**src/rtl/cap_pkg.sv**
```systemverilog
package cap_pkg;

    localparam int unsigned TMR_W = 16;

    typedef enum logic [1:0] {
        TRG_OFF  = 2'b00,
        TRG_RISE = 2'b01,
        TRG_RSVD = 2'b10,
        TRG_BOTH = 2'b11
    } trig_sel_e;

    typedef struct packed {
        logic rise;
        logic fall;
    } edge_t;

    typedef struct packed {
        trig_sel_e sel;
        logic      filt_on;
    } cap_cfg_t;

    function automatic logic filter_enabled(input logic [1:0] ctl);
        return ctl[1];
    endfunction

    function automatic logic edge_fires(input trig_sel_e sel, input edge_t e);
        unique case (sel)
            TRG_RISE: return e.rise;
            TRG_BOTH: return e.rise | e.fall;
            default:  return 1'b0;
        endcase
    endfunction

endpackage

```
**src/rtl/cap_sync.sv**
```systemverilog
module cap_sync #(
    parameter int unsigned STAGES = 2
) (
    input  logic clk,
    input  logic rst,
    input  logic d,
    output logic q
);
    logic [STAGES-1:0] chain;

    generate
        for (genvar i = 0; i < STAGES; i++) begin : g_stage
            if (i == 0) begin : g_first
                always_ff @(posedge clk) begin
                    if (rst) chain[0] <= 1'b0;
                    else     chain[0] <= d;
                end
            end else begin : g_next
                always_ff @(posedge clk) begin
                    if (rst) chain[i] <= 1'b0;
                    else     chain[i] <= chain[i-1];
                end
            end
        end
    endgenerate

    assign q = chain[STAGES-1];
endmodule

```
**src/rtl/cap_filter.sv**
```systemverilog
module cap_filter #(
    parameter int unsigned TAPS = 3
) (
    input  logic clk,
    input  logic rst,
    input  logic smp,
    input  logic d,
    output logic q
);
    localparam int unsigned HW = TAPS - 1;

    logic [HW-1:0]   hist;
    logic [TAPS-1:0] window;
    logic            all_hi;
    logic            all_lo;

    assign window = {hist, d};
    assign all_hi = &window;
    assign all_lo = ~|window;

    always_ff @(posedge clk) begin
        if (rst) begin
            hist <= '0;
            q    <= 1'b0;
        end else if (smp) begin
            hist <= window[HW-1:0];
            if (all_hi)      q <= 1'b1;
            else if (all_lo) q <= 1'b0;
        end
    end
endmodule

```
**src/rtl/cap_edge.sv**
```systemverilog
module cap_edge
    import cap_pkg::*;
(
    input  logic  clk,
    input  logic  rst,
    input  logic  src,
    output edge_t ev
);
    logic prev;

    always_ff @(posedge clk) begin
        if (rst) prev <= 1'b0;
        else     prev <= src;
    end

    assign ev.rise = src & ~prev;
    assign ev.fall = ~src & prev;
endmodule

```
**src/rtl/cap_channel.sv**
```systemverilog
module cap_channel
    import cap_pkg::*;
#(
    parameter int unsigned TW        = TMR_W,
    parameter int unsigned SYNC_LEN  = 2,
    parameter int unsigned FILT_TAPS = 3
) (
    input  logic          clk,
    input  logic          rst,
    input  logic          smp_en,
    input  logic          pin_in,
    input  logic [1:0]    trig_sel,
    input  logic [1:0]    filt_ctl,
    input  logic          flag_wr,
    input  logic          flag_wdata,
    output logic [TW-1:0] cap_val,
    output logic          req_flag,
    output logic          irq0,
    output logic          irq1
);
    cap_cfg_t      cfg;
    logic [TW-1:0] base_tmr;
    logic          pin_s;
    logic          pin_f;
    logic          det_src;
    edge_t         ev;
    logic          trig;
    logic          clr_req;

    assign cfg.sel     = trig_sel_e'(trig_sel);
    assign cfg.filt_on = filter_enabled(filt_ctl);

    always_ff @(posedge clk) begin
        if (rst) base_tmr <= '0;
        else     base_tmr <= base_tmr + 1'b1;
    end

    cap_sync #(.STAGES(SYNC_LEN)) u_sync (
        .clk (clk),
        .rst (rst),
        .d   (pin_in),
        .q   (pin_s)
    );

    cap_filter #(.TAPS(FILT_TAPS)) u_filt (
        .clk (clk),
        .rst (rst),
        .smp (smp_en),
        .d   (pin_s),
        .q   (pin_f)
    );

    assign det_src = cfg.filt_on ? pin_f : pin_s;

    cap_edge u_edge (
        .clk (clk),
        .rst (rst),
        .src (det_src),
        .ev  (ev)
    );

    assign trig    = edge_fires(cfg.sel, ev);
    assign clr_req = flag_wr & ~flag_wdata;

    always_ff @(posedge clk) begin
        if (rst) begin
            cap_val  <= '0;
            req_flag <= 1'b0;
            irq0     <= 1'b0;
            irq1     <= 1'b0;
        end else begin
            irq0 <= trig & ~req_flag;
            irq1 <= trig & ~req_flag;
            if (trig) begin
                cap_val  <= base_tmr;
                req_flag <= 1'b1;
            end else if (clr_req) begin
                req_flag <= 1'b0;
            end
        end
    end
endmodule

```
**config.mk**
```make
export PLATFORM = sky130hd
export DESIGN_NAME = cap_channel
export DESIGN_NICKNAME = d
export VERILOG_FILES = /design/src/rtl/cap_pkg.sv /design/src/rtl/cap_sync.sv /design/src/rtl/cap_filter.sv /design/src/rtl/cap_edge.sv /design/src/rtl/cap_channel.sv
export SDC_FILE = /design/constraint.sdc
export NUM_CORES = 1
export LEC_CHECK = 0
export ABC_CLOCK_PERIOD_IN_PS = 2500
export BUFFER_PORTS_ARGS = -buffer_cell sky130_fd_sc_hd__buf_4
export CORE_ASPECT_RATIO = 1.2
export CORE_MARGIN = 2
export CORE_UTILIZATION = 53
export CTS_CLUSTER_DIAMETER = 200
export DETAILED_ROUTE_END_ITERATION = 8
export GPL_ROUTABILITY_DRIVEN = 0
export PLACE_DENSITY = 0.77
export SETUP_SLACK_MARGIN = 0.15
export SKIP_CTS_REPAIR_TIMING = 1
export SYNTH_ARGS = -nofsm -noshare
export SYNTH_HDL_FRONTEND = slang
export SYNTH_SLANG_ARGS = --single-unit
```
**constraint.sdc**
```tcl
create_clock -name clk -period 2.5 [get_ports clk]
set_input_delay 0.25 -clock clk [delete_from_list [all_inputs] [get_ports clk]]
set_output_delay 0.25 -clock clk [all_outputs]
set_load 0.01 [all_outputs]
```
==> metrics.txt <==
final routed DRC violation total=0; dominant combinational cell family by area after synthesis=simple AND/OR/NAND/NOR gates; number of instances in the synthesized netlist=156; Final Net Count=196; P per Cell Area=558.6 nW/um^2; post-detailed-route count of antenna-violating nets=0; Worst Clk Skew=0.003802 ns; number of clock buffers inserted by TritonCTS=5; Worst Setup Path Type=register to register; status=complete, no violations; per-instance average area after synthesis=9.849 sq um; overflow left after global routing=0; cell area after synthesis=1536 sq um; detailed-route wire length per cell=12.87 um; starting utilization of the core area=0.5517; class of the most critical hold timing path=input pin to register; max cap viols=0; number of antenna violations at the first check in global routing=0; violation count after the first detailed-route iteration=12; Via density=5.275; number of global-route vias before repair=1124; I/O pins=29; fin crit period=1.792 ns; final number of hold-violating endpoints=0; r2r setup slk=0.71 ns; Reg power frac=0.650; number of synthesis warnings=0; share of layout cells above drive strength 1=0.2065; post-route core utilization=0.6478; fraction of synthesized cell area in xor and xnor cells=0.07410; die boundary height=62.98 um; compound-gate portion of the synthesized area=0.02932; placed wire-length estimate=2035 um; Total Routing Usage GR=0.1906; number of detailed-routing iterations run before antenna repair=4; Internal Dissipation=776.5 uW; post-synthesis adder-cell area fraction=0.01629; Layout Area Growth over Synthesis=17.43%; H-tree levels=2; Crit Path Max Fanout=7; maximum operating frequency=558.0 MHz; buffer levels on the longest clock path=2; worst reg2reg startpoint=base_tmr[2]; TritonCTS clock tree=done; cell leakage power=0.0008243 uW; standard-cell row count=21; sink count of the clock tree=40; source-to-sink clock delay at the later pin of the worst-skew pair=0.34 ns; pin count of the biggest net entering global routing=41; clock network fraction of design power=0.294; final critical-path share of the clock period=0.7168; Total Negative Setup Slacks=0 ns; core area=2785 sq um; proportion of synthesized chip area in sequential cells=0.5212; count of different cell masters after synthesis=28; number of max-slew violations in the final report=0; net load switching power=231.3 uW; simple logic cell fraction of the synthesized area=0.2020; count of vias placed by the detailed router=1150; Hold EP=u_sync.chain[0]; total die area=3347 sq um; CP arrival=2.08 ns; capturing point of the worst reg2reg path=base_tmr[15]; switching power as a share of total power=0.2295; largest vdd supply drop=0.0004886 V; DIE WIDTH=53.15 um; number of buffers added on ports=27; logic gate share of total power=0.056; Hold Path Cell Cnt=2; Hold Path Origin=pin_in; RSZ-0062 raised after global routing=no; multiplexer share of the synthesized area=0.1246; crit start category=register; element type at the critical path end=register; post-synthesis register bit count=40; total inserted antenna cells=0; Relative slew margins=0.7455; # fillers=237; total wirelength of the detailed-routed design=2805 um; data required time of the worst path=2.79 ns; number of nets produced by synthesis=168; first-pass GRT wire length=4588 um; actual transition at the worst max-transition pin=0.3818 ns; Reg clk slew, reported paths=0.11 ns; final setup violation count=0; CTS Root Buffer Type=clkbuf_4; number of cells on the worst reg-to-reg path=4
## Yosys cell counts (all sizes together)
| library cell | number | area (sq um) |
|---|---|---|
| dfxtp | 40 | 800.8 |
| nor2 | 33 | 123.9 |
| mux2i | 18 | 180.2 |
| xnor2 | 7 | 61.31 |
| nand4 | 6 | 52.55 |
| xor2 | 6 | 52.55 |
| inv | 5 | 18.77 |
| clkbuf | 4 | 15.01 |
| nand2 | 4 | 15.01 |
| nand3 | 4 | 20.02 |
| nor2b | 4 | 25.02 |
| a21oi | 3 | 15.01 |
| buf | 3 | 16.26 |
| nor3 | 3 | 15.01 |
| nor4 | 3 | 18.77 |
| o21ai | 3 | 15.01 |
| ha | 2 | 25.02 |
| and2 | 1 | 6.260 |
| and3 | 1 | 6.260 |
| and4 | 1 | 10.01 |
| mux2 | 1 | 11.26 |
| o211ai | 1 | 7.510 |
| o31ai | 1 | 7.510 |
| or3 | 1 | 6.260 |
| or4 | 1 | 11.26 |
## flip-flops by register name (all words and copies together), names as in the netlist
name	flops
base_tmr	16
cap_val	16
irq1	1
req_flag	1
u_edge.prev	1
u_filt.hist	2
u_filt.q	1
u_sync.chain	1
u_sync.q	1
## worst max-delay path by stage
| stage | start | endpoint | slack, ns | cells after the start |
|---|---|---|---|---|
| floorplan | filt_ctl[1] | cap_val[0] | 0.45 | 8 |
| global placement | filt_ctl[1] | cap_val[9] | 0.72 | 8 |
| detailed placement | filt_ctl[1] | cap_val[0] | 0.63 | 8 |
| CTS | u_filt.q | cap_val[0] | 0.68 | 7 |
| global route | u_filt.q | cap_val[10] | 0.59 | 7 |
| finish | base_tmr[2] | base_tmr[15] | 0.71 | 4 |
## power groups by stage
| stage | sequential (uW) | clock, uW | combinational, uW |
|---|---|---|---|
| finish | 655 | 297 | 56.5 |
| global route | 656 | 337 | 62.6 |
| CTS | 655 | 304 | 57.6 |
| detailed placement | 670 | 0 | 57.4 |
| global placement | 668 | 0 | 54.8 |
| floorplan | 669 | 0 | 35.1 |
## worst max-delay path: stages (launching register included)
cell and delay (ns):
dfxtp_1 0.50, nand4_4 0.18, or4_4 0.56, or3_1 0.35, a21oi_1 0.14
## placed cells by master, fill, tap and decap left out, types with 2 or more instances in the layout
cell and n:
nand3_1 4, xor2_1 6, mux2i_1 18, buf_4 28
nor2_1 33, a21oi_1 3, nor2b_1 4, ha_1 2
xnor2_1 7, nand2_1 4, inv_1 5, o21ai_0 3
nor4_1 3, nor3_1 3, nand4_1 5, dfxtp_1 40
clkbuf_4 5
## per-layer routing
layer | global-route usage | part of all wire | vias up
met5 | 0 | 0 | -
met4 | 0.1154 | 0.027 | 0
met3 | 0.05024 | 0.033 | 9
li1 | - | - | 583
met1 | 0.1760 | 0.39 | 538
met2 | 0.3500 | 0.55 | 20
## cells by family (layout without fill, tap and decap cells)
kind of cell    count (synthesis)  after routing
compound gates                  8              8
xor+xnor                       13             13
mux                            19             19
flops                          40             40
simple gates                   62             62
buf+inv                        12             40
fa+ha+maj                       2              2
## area by class of cell
class | count | area, sq um | share of cell area
tap | 34 | 42.54 | 0.02358
clock buffer | 6 | 41.29 | 0.02288
clock inverter | 1 | 5.005 | 0.002774
inverter | 5 | 18.77 | 0.01040
multi-input combinational | 104 | 685.7 | 0.3800
timing repair buffer | 28 | 210.2 | 0.1165
sequential | 40 | 800.8 | 0.4438
## metrics by stage
step | hold slack [ns] | power (uW) | setup WS (ns) | instance area (sq um) | cells
after global placement | 0.4222 | 723.2 | 0.7175 | 1758 | 211
after global routing | 0.1311 | 1056 | 0.5937 | 1804 | 218
after floorplan | 0.3782 | 703.7 | 0.4481 | 1536 | 156
after CTS | 0.1168 | 1016 | 0.6848 | 1804 | 218
after detailed placement | 0.4324 | 726.9 | 0.6275 | 1758 | 211
final | 0.1187 | 1008 | 0.7080 | 1804 | 218
Note: power is estimated with default switching activity, not from simulation.
